--- config.mk ---
export PLATFORM = sky130hd
export DESIGN_NAME = dbg_txn_decoder
export DESIGN_NICKNAME = d
export VERILOG_FILES = /design/src/rtl/dbg_txn_pkg.sv /design/src/rtl/dbg_txn_fsm.sv /design/src/rtl/dbg_txn_addr.sv /design/src/rtl/dbg_txn_count.sv /design/src/rtl/dbg_txn_dout.sv /design/src/rtl/dbg_txn_decoder.sv
export SDC_FILE = /design/constraint.sdc
export NUM_CORES = 1
export LEC_CHECK = 0
export BUFFER_PORTS_ARGS = -buffer_cell sky130_fd_sc_hd__buf_2
export CORE_ASPECT_RATIO = 2
export CORE_UTILIZATION = 35
export CTS_CLUSTER_DIAMETER = 150
export CTS_CLUSTER_SIZE = 20
export DETAILED_ROUTE_END_ITERATION = 8
export GPL_TIMING_DRIVEN = 0
export PLACE_DENSITY = 0.65
export REMOVE_ABC_BUFFERS = 1
export SLEW_MARGIN = 25
export SYNTH_ARGS = -nofsm -noshare
export SYNTH_HDL_FRONTEND = slang
export SYNTH_SLANG_ARGS = --single-unit
--- constraint.sdc ---
create_clock -name clk -period 2.2 [get_ports clk]
set_input_delay 0.44 -clock clk [delete_from_list [all_inputs] [get_ports clk]]
set_output_delay 0.44 -clock clk [all_outputs]
set_load 0.02 [all_outputs]
--- src/rtl/dbg_txn_pkg.sv ---
package dbg_txn_pkg;

  typedef enum logic [1:0] {
    ST_CMD   = 2'd0,
    ST_COUNT = 2'd1,
    ST_ADDR  = 2'd2,
    ST_DATA  = 2'd3
  } txn_state_e;

  typedef enum logic [1:0] {
    KIND_SYSRST  = 2'd0,
    KIND_READ    = 2'd1,
    KIND_WRITE   = 2'd2,
    KIND_UNKNOWN = 2'd3
  } cmd_kind_e;

  function automatic cmd_kind_e classify(input logic [2:0] code);
    case (code)
      3'd0:    classify = KIND_SYSRST;
      3'd1:    classify = KIND_READ;
      3'd2:    classify = KIND_WRITE;
      default: classify = KIND_UNKNOWN;
    endcase
  endfunction

endpackage

--- src/rtl/dbg_txn_fsm.sv ---
module dbg_txn_fsm
  import dbg_txn_pkg::*;
#(
  parameter int DATA_W = 8,
  parameter int CMD_W  = 3
) (
  input  logic              clk,
  input  logic              rst_n,
  input  logic              take,
  input  logic              sync,
  input  logic [DATA_W-1:0] byte_in,
  input  logic              addr_last,
  input  logic              data_last,
  output txn_state_e        state,
  output logic              cmd_evt,
  output logic [1:0]        cmd_kind,
  output logic              cnt_evt,
  output logic [DATA_W-1:0] cnt_val
);

  txn_state_e state_q, state_d;
  cmd_kind_e  kind_now;

  // Only the low command bits are decoded; zero-extend to the classifier width.
  always_comb begin
    logic [2:0] code;
    code = '0;
    code[CMD_W-1:0] = byte_in[CMD_W-1:0];
    kind_now = classify(code);
  end

  always_comb begin
    state_d = state_q;
    if (take) begin
      case (state_q)
        ST_CMD:   if (kind_now == KIND_READ || kind_now == KIND_WRITE) state_d = ST_COUNT;
        ST_COUNT: state_d = ST_ADDR;
        ST_ADDR:  if (addr_last) state_d = ST_DATA;
        ST_DATA:  if (data_last) state_d = ST_CMD;
        default:  state_d = ST_CMD;
      endcase
    end
    if (sync) state_d = ST_CMD;
  end

  always_ff @(posedge clk or negedge rst_n) begin
    if (!rst_n) begin
      state_q  <= ST_CMD;
      cmd_evt  <= 1'b0;
      cmd_kind <= '0;
      cnt_evt  <= 1'b0;
      cnt_val  <= '0;
    end else begin
      state_q <= state_d;
      cmd_evt <= take && (state_q == ST_CMD);
      cnt_evt <= take && (state_q == ST_COUNT);
      if (take && state_q == ST_CMD)   cmd_kind <= kind_now;
      if (take && state_q == ST_COUNT) cnt_val  <= byte_in;
    end
  end

  assign state = state_q;

endmodule

--- src/rtl/dbg_txn_addr.sv ---
module dbg_txn_addr #(
  parameter int DATA_W     = 8,
  parameter int ADDR_BYTES = 3
) (
  input  logic                         clk,
  input  logic                         rst_n,
  input  logic                         capture,
  input  logic                         sync,
  input  logic [DATA_W-1:0]            byte_in,
  output logic                         last,
  output logic                         addr_evt,
  output logic [ADDR_BYTES*DATA_W-1:0] addr
);

  localparam int IDX_W = (ADDR_BYTES > 1) ? $clog2(ADDR_BYTES) : 1;
  localparam logic [IDX_W-1:0] IDX_LAST = IDX_W'(ADDR_BYTES - 1);

  logic [IDX_W-1:0] idx_q;

  assign last = (idx_q == IDX_LAST);

  always_ff @(posedge clk or negedge rst_n) begin
    if (!rst_n) begin
      idx_q    <= '0;
      addr_evt <= 1'b0;
    end else begin
      addr_evt <= capture && last;
      if (sync)         idx_q <= '0;
      else if (capture) idx_q <= last ? '0 : idx_q + 1'b1;
    end
  end

  // One register lane per address byte; the first byte received lands in
  // the most significant lane.
  for (genvar b = 0; b < ADDR_BYTES; b++) begin : g_lane
    localparam logic [IDX_W-1:0] SLOT = IDX_W'(ADDR_BYTES - 1 - b);
    logic [DATA_W-1:0] lane_q;
    always_ff @(posedge clk or negedge rst_n) begin
      if (!rst_n)                       lane_q <= '0;
      else if (capture && idx_q == SLOT) lane_q <= byte_in;
    end
    assign addr[b*DATA_W +: DATA_W] = lane_q;
  end

endmodule

--- src/rtl/dbg_txn_count.sv ---
module dbg_txn_count #(
  parameter int CNT_W = 8
) (
  input  logic             clk,
  input  logic             rst_n,
  input  logic             load,
  input  logic [CNT_W-1:0] load_val,
  input  logic             step,
  output logic             last
);

  logic [CNT_W-1:0] cnt_q;

  // A zero count is treated like one so the data step always ends.
  assign last = (cnt_q <= CNT_W'(1));

  always_ff @(posedge clk or negedge rst_n) begin
    if (!rst_n)                cnt_q <= '0;
    else if (load)             cnt_q <= load_val;
    else if (step && !last)    cnt_q <= cnt_q - 1'b1;
  end

endmodule

--- src/rtl/dbg_txn_dout.sv ---
module dbg_txn_dout #(
  parameter int DATA_W = 8
) (
  input  logic              clk,
  input  logic              rst_n,
  input  logic              load,
  input  logic [DATA_W-1:0] byte_in,
  input  logic              dir_in,
  input  logic              out_ready,
  output logic              space,
  output logic              out_valid,
  output logic [DATA_W-1:0] out_data,
  output logic              out_dir
);

  assign space = !out_valid || out_ready;

  always_ff @(posedge clk or negedge rst_n) begin
    if (!rst_n) begin
      out_valid <= 1'b0;
      out_data  <= '0;
      out_dir   <= 1'b0;
    end else begin
      if (load) begin
        out_valid <= 1'b1;
        out_data  <= byte_in;
        out_dir   <= dir_in;
      end else if (out_ready) begin
        out_valid <= 1'b0;
      end
    end
  end

endmodule

--- src/rtl/dbg_txn_decoder.sv ---
module dbg_txn_decoder
  import dbg_txn_pkg::*;
#(
  parameter int DATA_W     = 8,
  parameter int CMD_W      = 3,
  parameter int ADDR_BYTES = 3,
  localparam int ADDR_W    = DATA_W * ADDR_BYTES
) (
  input  logic              clk,
  input  logic              rst_n,
  input  logic              sync_det,
  input  logic              frm_valid,
  output logic              frm_ready,
  input  logic [DATA_W-1:0] frm_data,
  input  logic              frm_dir,
  input  logic              frm_ack,
  output logic              mode_short,
  output logic              cmd_evt,
  output logic [1:0]        cmd_kind,
  output logic              cnt_evt,
  output logic [DATA_W-1:0] cnt_val,
  output logic              addr_evt,
  output logic [ADDR_W-1:0] addr_val,
  output logic              dat_valid,
  input  logic              dat_ready,
  output logic [DATA_W-1:0] dat_byte,
  output logic              dat_dir
);

  txn_state_e state;
  logic       take;
  logic       addr_last;
  logic       data_last;
  logic       space;

  assign frm_ready  = space;
  assign take       = frm_valid && frm_ready && frm_ack && !sync_det;
  assign mode_short = (state == ST_CMD);

  dbg_txn_fsm #(.DATA_W(DATA_W), .CMD_W(CMD_W)) u_fsm (
    .clk      (clk),
    .rst_n    (rst_n),
    .take     (take),
    .sync     (sync_det),
    .byte_in  (frm_data),
    .addr_last(addr_last),
    .data_last(data_last),
    .state    (state),
    .cmd_evt  (cmd_evt),
    .cmd_kind (cmd_kind),
    .cnt_evt  (cnt_evt),
    .cnt_val  (cnt_val)
  );

  dbg_txn_addr #(.DATA_W(DATA_W), .ADDR_BYTES(ADDR_BYTES)) u_addr (
    .clk     (clk),
    .rst_n   (rst_n),
    .capture (take && state == ST_ADDR),
    .sync    (sync_det),
    .byte_in (frm_data),
    .last    (addr_last),
    .addr_evt(addr_evt),
    .addr    (addr_val)
  );

  dbg_txn_count #(.CNT_W(DATA_W)) u_count (
    .clk     (clk),
    .rst_n   (rst_n),
    .load    (take && state == ST_COUNT),
    .load_val(frm_data),
    .step    (take && state == ST_DATA),
    .last    (data_last)
  );

  dbg_txn_dout #(.DATA_W(DATA_W)) u_dout (
    .clk      (clk),
    .rst_n    (rst_n),
    .load     (take && state == ST_DATA),
    .byte_in  (frm_data),
    .dir_in   (frm_dir),
    .out_ready(dat_ready),
    .space    (space),
    .out_valid(dat_valid),
    .out_data (dat_byte),
    .out_dir  (dat_dir)
  );

endmodule

# After elaboration in Yosys (flattened, before gate mapping)
# Cells that the tools add are included.
dict set report totals {
  word_cells 67
  register_bits 59
  out_inout_bits 49
  input_bits 15
}
dict set report classes {
  n_reduce_logical 24
  n_mux 14
  n_addsub 2
  n_eq_ne 12
  n_lt_le_gt_ge 1
}
# op count
set op_table {}
lappend op_table {{$mux W2} 8}
lappend op_table {{$mux W8} 2}
lappend op_table {{$logic_and A1 B1 Y1} 11}
lappend op_table {{$ne A3 B2 Y1 const B} 3}
lappend op_table {{$eq A2 B2 Y1 const B} 4}
lappend op_table {{$le A8 B1 Y1 const B} 1}
lappend op_table {{$pmux W2 S4} 1}
lappend op_table {{$reduce_bool A2 Y1} 4}
lappend op_table {{$sub A8 B1 Y8 const B} 1}
lappend op_table {{$eq A2 B1 Y1 const B} 3}
lappend op_table {{$pmux W2 S3} 1}
lappend op_table {{$logic_not A2 Y1} 2}
lappend op_table {{$reduce_and A4 Y1} 1}
lappend op_table {{$eq A3 B1 Y1 const B} 1}
lappend op_table {{$eq A3 B2 Y1 const B} 1}
lappend op_table {{$logic_not A1 Y1} 3}
lappend op_table {{$logic_not A3 Y1} 1}
lappend op_table {{$add A2 B1 Y2 const B} 1}
lappend op_table {{$logic_or A1 B1 Y1} 2}
lappend op_table {{$mux W1} 2}

# Logic depth before layout (Yosys ltp)
# Gate-level depths: netlist of run 1.
dict set report depth {
  ltp_word 9
  depth_mapped 9
  depth_no_buf 8
}

# Hierarchy
# From an unflattened synthesis of run 1, not the netlist that was laid out.
dict set report hier_totals {
  cells_unflattened 208
  hier_area_um2 2732.6
}
# module area_per_inst_um2 n_inst cells_each
set by_module_without_submodules {}
lappend by_module_without_submodules {dbg_txn_addr 1026.0 1 60}
lappend by_module_without_submodules {dbg_txn_fsm 640.6 1 52}
lappend by_module_without_submodules {dbg_txn_count 599.3 1 68}
lappend by_module_without_submodules {dbg_txn_dout 409.1 1 22}
lappend by_module_without_submodules {dbg_txn_decoder 57.6 1 6}

# Least setup slack after synthesis of run 1
# Ideal clock, no wire load.
dict set report synth_timing {
  path_type {input-to-reg}
  from {in frm_data[1]}
  to {reg u_fsm.state_q[1] (netlist: u_fsm.state[1])}
  t_arrival_ns 2.141
  stages 8
  n_path_buf 1
  setup_slack_ns -0.059
  setup_time_ns 0.119
  cell_sequence {clkbuf_1 -> or3b_2 -> ha_1 -> nor2b_1 -> a2111oi_0 -> o21ai_0 -> mux2i_1 -> nor2_1}
}
dict set report synth_via {
  elab_chain_len 6
  word_cells_on_any_way 9
  cone_classes {eq/ne (5); mux (1); reduce/logical (3)}
}
# element line
set synth_rtl {}
lappend synth_rtl {{start: declaration} dbg_txn_decoder.sv:14} ;# input logic [DATA_W-1:0] frm_data,
lappend synth_rtl {{$eq A3 B2 Y1, or another cell as far along} dbg_txn_pkg.sv:18} ;# case (code)
lappend synth_rtl {{$pmux W2 S3 *} dbg_txn_pkg.sv:18}
lappend synth_rtl {{$eq A2 B1 Y1 or $eq A2 B2 Y1 (tied branches)} dbg_txn_fsm.sv:36} ;# ST_CMD: if (kind_now == KIND_READ || kind_now == KIND_WRITE) state_d = ST_COUNT;
lappend synth_rtl {{$logic_or A1 B1 Y1 *} dbg_txn_fsm.sv:36}
lappend synth_rtl {{$ne A3 B2 Y1 (no line) *} n/a}
lappend synth_rtl {{$reduce_and A4 Y1 (no line) *} n/a}
lappend synth_rtl {{end signal: assignment} dbg_txn_fsm.sv:54} ;# state_q <= state_d;
lappend synth_rtl {{end: declaration} dbg_txn_fsm.sv:21} ;# txn_state_e state_q, state_d;
# Mark *: on every way between the ends. The rest lies on a longest branch, timed or not.
# A chain may end at the register's enable or synchronous reset.

# Final worst setup path of run 1
dict set report layout_timing {
  from {reg u_count.cnt_q[0]}
  to {reg u_count.cnt_q[7]}
}
dict set report layout_via {
  elab_chain_len 4
  word_cells_on_any_way 7
  cone_classes {add/sub (1); order compare (1); mux (2); reduce/logical (3)}
}
# element line
set layout_rtl {}
lappend layout_rtl {{start: declaration} dbg_txn_count.sv:12} ;# logic [CNT_W-1:0] cnt_q;
lappend layout_rtl {{start signal: assignment} dbg_txn_count.sv:19} ;# else if (load) cnt_q <= load_val;
lappend layout_rtl {{start signal: assignment} dbg_txn_count.sv:20} ;# else if (step && !last) cnt_q <= cnt_q - 1'b1;
lappend layout_rtl {{$le A8 B1 Y1} dbg_txn_count.sv:15} ;# assign last = (cnt_q <= CNT_W'(1));
lappend layout_rtl {{$logic_not A1 Y1} dbg_txn_count.sv:20}
lappend layout_rtl {{$logic_and A1 B1 Y1} dbg_txn_count.sv:20}
lappend layout_rtl {{$reduce_bool A2 Y1 (no line)} n/a}
# Several ways; a longest one is shown, not always the timed one. The select of a mux whose other input is x is not followed.

==> metrics.cfg, run 1 <==
[global_route]
grt_pass1_wl_mm=8.92
grt_antenna_before_repair=0
overflow=0
track_usage_pct=16.1
grt_max_degree=60
grt_pass1_vias=1796

[synth]
synth_cell_types=38
synth_ff_type=dfrtp_1
synth-seq-cells=59
async_reset_ff_share_pct=100
synthCells=205
syn_area_per_cell_um2=12.3
netlist_area_mm2=0.00253
ys.warnings.count=0
synth_edf_count=0
yosysSeqAreaShare_pct=58.4

[worst_setup_path]
cp-start-kind=register
worst_ep_required_time_ns=2.46
r2r-start=u_count.cnt_q[0]
startpoint=u_count.cnt_q[0]
cp.arrival_ns=2.38
cp_max_fo=6
worst_setup_path_end_kind=register
worst-setup-path-type=register to register

[place]
dpl.hpwl_mm=3.91
placed_area_mm2=0.00294
io_buffers=63
routabilityCongestion=0.752
post-place-ws_ns=-0.179

[route]
top_layer=met4
antenna_left=0
num_vias=1787
firstDrtPassIters=5
wl_met2_mm=3.03
wl_mm=5.57
drc=0
drtIter0Drc=50
detail_route.wl_per_cell_um=15.1
wl_met3_um=184
met1_length_mm=2.20
routed_via_density=4.86

[timing]
rsz0062_at_grt=false
fmax_ghz=0.472
relSlewSlack_pct=50.1
slew_viol_final=0
fin_crit_sh_pct=96.2
finalClockSkew_ns=0.00569
period_minus_slack_ns=2.12
fin_ws_ns=0.0827
final-hold-violation-count=0
worst_pin_slew_ns=0.748
setup_violations=0

[clock_tree]
cts_made_buffers=9
root_buffer=clkbuf_16
cts_setup_buffers=0
clock_path_buffers=2
clkSinkCount=59
tritoncts=done
hold_buffers=0
clk_pin_slew_ns=0.05
clk-insertion-delay-late_ns=0.33
htreeDepth=3

[floorplanning]
die_h_um=122
dieWidth_um=62.1
io_pins=64
die_area_mm2=0.00759
start_util_pct=36.5
coreArea_mm2=0.00694
row_count=43

[finish]
drive_gt1_share_pct=42.4
diodes=0
post-route-util_pct=47.0
stdcell_area_mm2=0.00326
multiInputGateArea_mm2=0.00100
nets=296
fillers=660
area_delta_synth_final_pct=29.0
area.sequential_mm2=0.00148

[pwr]
seqPwrFrac_pct=40.1
p_sw_uw=769
ir_worst_vdd_mv=0.470
power_density_mw_per_mm2=956
clock_power_share_pct=46.8
p_int_uw=2350
leakage_uw=0.00176
switching_share_pct=24.7
power_frac_comb_pct=13.2

[flow_run]
maxCapViolCount=0

[worst_hold_path]
hp-class=input pin to async pin

[outcome]
status=finished, final reports clean

==> cells by family after synthesis <==
logic type                 count (synthesis)  share of synthesized area, %
AOI/OAI and AO/OA                         17                          4.95
xor gates and xnor gates                   2                         0.693
adders and majority gates                  7                          3.46
buffers and inverters                     15                          2.27
DFF                                       59                          58.4
muxes                                     34                          15.1
and+or+nand+nor                           71                          15.2
==> path summary, 6_finish.rpt <==
path                            slack [ns]  cells past startpoint                 end
min in group clk                      0.35                      2      u_dout.out_dir
max in group asynchronous             1.52                      1  u_dout.out_data[5]
worst min-delay path                  0.18                      1   u_fsm.cmd_kind[1]
worst max-delay path                  0.08                      7    u_count.cnt_q[7]
worst max register to register        0.08                      7    u_count.cnt_q[7]
worst min register to register        0.46                      2    u_fsm.cnt_val[1]
==> state kept, by name (all words and copies together), names as in the netlist <==
signal and flops:
u_fsm.cmd_kind 2, u_fsm.cnt_val 8, u_dout.out_dir 1, u_fsm.cnt_evt 1, u_dout.out_data 8, u_dout.out_valid 1
u_fsm.state 2, u_addr.idx_q 2, u_addr.addr_evt 1, u_addr.g_lane.lane_q 24, u_count.cnt_q 8, u_fsm.cmd_evt 1
==> per-stage QoR <==
step	TNS, ns	total power (uW)	hold WS (ns)	std cells
CTS	0	3170	0.202	368
detailed placement	-0.560	1680	0.459	353
global route	0	3250	0.244	368
global placement	-0.492	1670	0.460	353
floorplan	0	1520	0.144	200
finish	0	3120	0.184	368
==> cells in the mapped netlist, types with 3 or more instances <==
cell      count  area share (%)
clkbuf_1      4            0.59
dfrtp_1      59              58
ha_1          7             3.5
inv_1         9             1.3
mux2_2       33              15
nand2_1      34             5.0
nand3_1       7             1.4
nor2_1        8             1.2
nor2b_1       3            0.74
o211ai_1      3            0.89
o21ai_0       3            0.59
==> layout make-up <==
cell class              count  area share, %
clock inverters             2           1.84
clock buffers              13           7.67
flip-flops and latches     59           45.2
repair buffers             63           9.74
multi-input cells         131           30.8
inverters                  10           1.27
well taps                  90           3.45
==> worst max-delay path, stage by stage, from the launching register on <==
cell	delay [ns]
dfrtp_1	0.40
inv_1	0.06
ha_1	0.22
nor2_1	0.19
nor4_4	0.07
or4b_4	0.54
or4_1	0.48
nand3_1	0.09
==> metal layers <==
layer,track usage (%),vias to the layer above
met5,0,-
met4,10.0,0
li1,-,849
met1,16.8,884
met3,4.09,12
met2,28.5,42
==> timing repair <==
action	in CTS	in global routing
pin swaps	0	0
gates resized for setup	1	2
gates cloned	0	0
endpoints found under the setup margin	3	15
==> placed cells by master, fill, tap and decap left out, drive strengths merged, types with 3 or more instances in the layout <==
cell	count
o21ai	3
nand3	7
inv	9
or4	3
mux2	33
nor2b	4
o211ai	3
nor2	8
buf	63
ha	7
clkbuf	13
nand2	34
dfrtp	59
==> power groups by stage <==
stage | combinational [uW] | sequential (uW) | clock, uW
global placement | 400 | 1260 | 0
finish | 410 | 1250 | 1460
global route | 455 | 1270 | 1520
floorplan | 196 | 1330 | 0
CTS | 414 | 1250 | 1500
detailed placement | 409 | 1270 | 0
Power figures use the tool's default switching activity.
==> inputs of run 2 (changes only) <==
--- a/config.mk
+++ b/config.mk
@@ -7,12 +7,12 @@
 export LEC_CHECK = 0
 export BUFFER_PORTS_ARGS = -buffer_cell sky130_fd_sc_hd__buf_2
 export CORE_ASPECT_RATIO = 2
-export CORE_UTILIZATION = 35
+export CORE_UTILIZATION = 40
 export CTS_CLUSTER_DIAMETER = 150
 export CTS_CLUSTER_SIZE = 20
 export DETAILED_ROUTE_END_ITERATION = 8
 export GPL_TIMING_DRIVEN = 0
-export PLACE_DENSITY = 0.65
+export PLACE_DENSITY = 0.71
 export REMOVE_ABC_BUFFERS = 1
 export SLEW_MARGIN = 25
 export SYNTH_ARGS = -nofsm -noshare
==> run 2 against run 1 <==
Clock skew grew 0.00072 ns; fmax grew 1.8%; count of clock-buffer cells in the layout grew 1; core utilization grew 6.6 points; critical endpoint unchanged; highest routed layer unchanged.
==> metrics.cfg, run 2 (synthesis gave the netlist of run 1 again) <==
[floorplanning]
coreArea_mm2=0.00606  ; -13%
die_area_mm2=0.00667  ; -12%
dieWidth_um=58.2  ; -6.3%
row_count=40  ; -7.0%
start_util_pct=41.8  ; +5.3 points
die_h_um=114  ; -6.4%
io_pins=64  ; unchanged

[timing]
worst_pin_slew_ns=0.737  ; -0.0107 ns
final-hold-violation-count=0  ; unchanged
relSlewSlack_pct=50.9  ; +0.71 points
fin_ws_ns=0.119  ; +0.0365 ns
fmax_ghz=0.481  ; +1.8%
period_minus_slack_ns=2.08  ; -0.0365 ns
fin_crit_sh_pct=94.6  ; -1.7 points
slew_viol_final=0  ; unchanged
rsz0062_at_grt=false
finalClockSkew_ns=0.00641  ; +0.000724 ns
setup_violations=0  ; unchanged
finalSetupTns_ns=0  ; unchanged
hold_ws_ns=0.170  ; -0.0147 ns

[worst_setup_path]
cp_slowest_cell=or4b_4
critical_path_buf_inv_count=1  ; unchanged
cp_top_family=simple AND/OR/NAND/NOR gates
cp_max_fo=6  ; unchanged
cp.arrival_ns=2.34  ; -0.04 ns
cp-start-kind=register
worst_setup_path_end_kind=register
cp_cell_sequence=inv_1, ha_1, nor2_1, nor4_4, or4b_4, or4_1, nand3_1
cpPeakStageDelay_ns=0.54  ; about the same
rr_worst_depth=7  ; unchanged
worst-setup-path-type=register to register
cp.depth=7  ; unchanged
worst_ep_required_time_ns=2.46  ; about the same

[clock_tree]
clk-insertion-delay-late_ns=0.32  ; about the same
tritoncts=done
clk_pin_slew_ns=0.05  ; about the same
clkSinkCount=59  ; unchanged
cts_made_buffers=9  ; unchanged
htreeDepth=3  ; unchanged
hold_buffers=0  ; unchanged
root_buffer=clkbuf_16
clock_path_buffers=2  ; unchanged

[place]
io_buffers=63  ; unchanged
post-place-ws_ns=-0.202  ; -0.0231 ns
placedCellCount=347  ; -1.7%
dpl.hpwl_mm=3.95  ; +1.2%
routabilityCongestion=0.815  ; +8.4%

[finish]
diodes=0  ; unchanged
area_delta_synth_final_pct=28.3
fillers=523  ; -21%
drive_gt1_share_pct=42.7  ; +0.26 points
mostFrequentLayoutCell=buf_2
final_cells=365  ; -0.82%
nets=298  ; +0.68%
top_register=u_addr.g_lane.lane_q
post-route-util_pct=53.6  ; +6.6 points
final_cell_mix=buf_2, dfrtp_1, nand2_1, mux2_2
largest_reg_flops=24  ; unchanged

[global_route]
grt_antenna_before_repair=0  ; unchanged
use_met3_pct=4.86  ; +0.77 points
grt_pass1_wl_mm=9.00  ; +0.85%
grt_use_met2_pct=32.3  ; +3.8 points
track_usage_pct=18.8  ; +2.7 points
grt_pass1_vias=1809  ; +0.72%
overflow=0  ; unchanged
use_met1_pct=20.1  ; +3.3 points
top_usage_layer=met2
grt_max_degree=60  ; unchanged

[route]
drc=0  ; unchanged
detail_route.wl_per_cell_um=15.3  ; +1.2%
num_vias=1789  ; +0.11%
firstDrtPassIters=4  ; -1
drtIter0Drc=44  ; -12%
antenna_left=0  ; unchanged
routed_via_density=4.90  ; +0.93%
wl_mm=5.59  ; +0.36%

[pwr]
leakage_uw=0.00177  ; +0.47%
power_density_mw_per_mm2=934  ; -2.3%
ir_worst_vdd_mv=0.569  ; +21%

[flow_run]
maxCapViolCount=0  ; unchanged

[worst_hold_path]
hp-class=input pin to async pin

[outcome]
status=finished, final reports clean

run 2: cell count changes in the layout (fill, tap and decap cells not counted), sizes merged:
cell / before / now
clkinvlp: 1 / 0
clkbuf: 13 / 14
buf: 63 / 65
bufinv: 2 / 1
clkinv: 0 / 2
run 2: per-stage QoR:
step / total power [uW] / instance area [um2]
after global routing: 3170 / 3250
final: 3030 / 3250
after detailed placement: 1680 / 2930
after global placement: 1660 / 2930
after floorplan: 1520 / 2510
after CTS: 3060 / 3230
run 2: layout make-up:
| cell class | instances | area (um2) | area share, % |
|---|---|---|---|
| clock buffers | 14 | 254 | 7.82 |
| well taps | 84 | 105 | 3.24 |
| inverters | 10 | 38.8 | 1.19 |
| clock inverters | 2 | 35.0 | 1.08 |
| flip-flops and latches | 59 | 1480 | 45.5 |
| multi-input cells | 131 | 1000 | 30.9 |
| repair buffers | 65 | 333 | 10.3 |
run 2: path summary, 6_finish.rpt:
path | start | end | slack [ns]
max | u_count.cnt_q[0] | u_count.cnt_q[7] | 0.12
min | rst_n | u_addr.g_lane[0].lane_q[2] | 0.17
max reg2reg | u_count.cnt_q[0] | u_count.cnt_q[7] | 0.12
min reg2reg | u_fsm.cnt_val[7] | u_fsm.cnt_val[7] | 0.47
max in group asynchronous | rst_n | u_addr.g_lane[0].lane_q[6] | 1.53
min in group clk | frm_dir | u_dout.out_dir | 0.36
run 2: what timing repair did:
item | 4_1_cts | 5_1_grt
setup buffers | 0 | 2
resized for setup | 2 | 2
endpoints found under the setup margin | 3 | 4
run 2: routing by layer:
layer / vias to the layer above / share of wire [%]
met5: - / 0
met4: 0 / 2.5
met3: 10 / 3.5
met2: 47 / 56
met1: 871 / 38
li1: 861 / -
run 2: power by group:
part / leakage (uW) / internal (uW) / total (uW) / switching (uW)
sequential: 0.000801 / 1180 / 1250 / 70.9
clock: 0.000141 / 905 / 1360 / 452
combinational: 0.000826 / 166 / 423 / 257
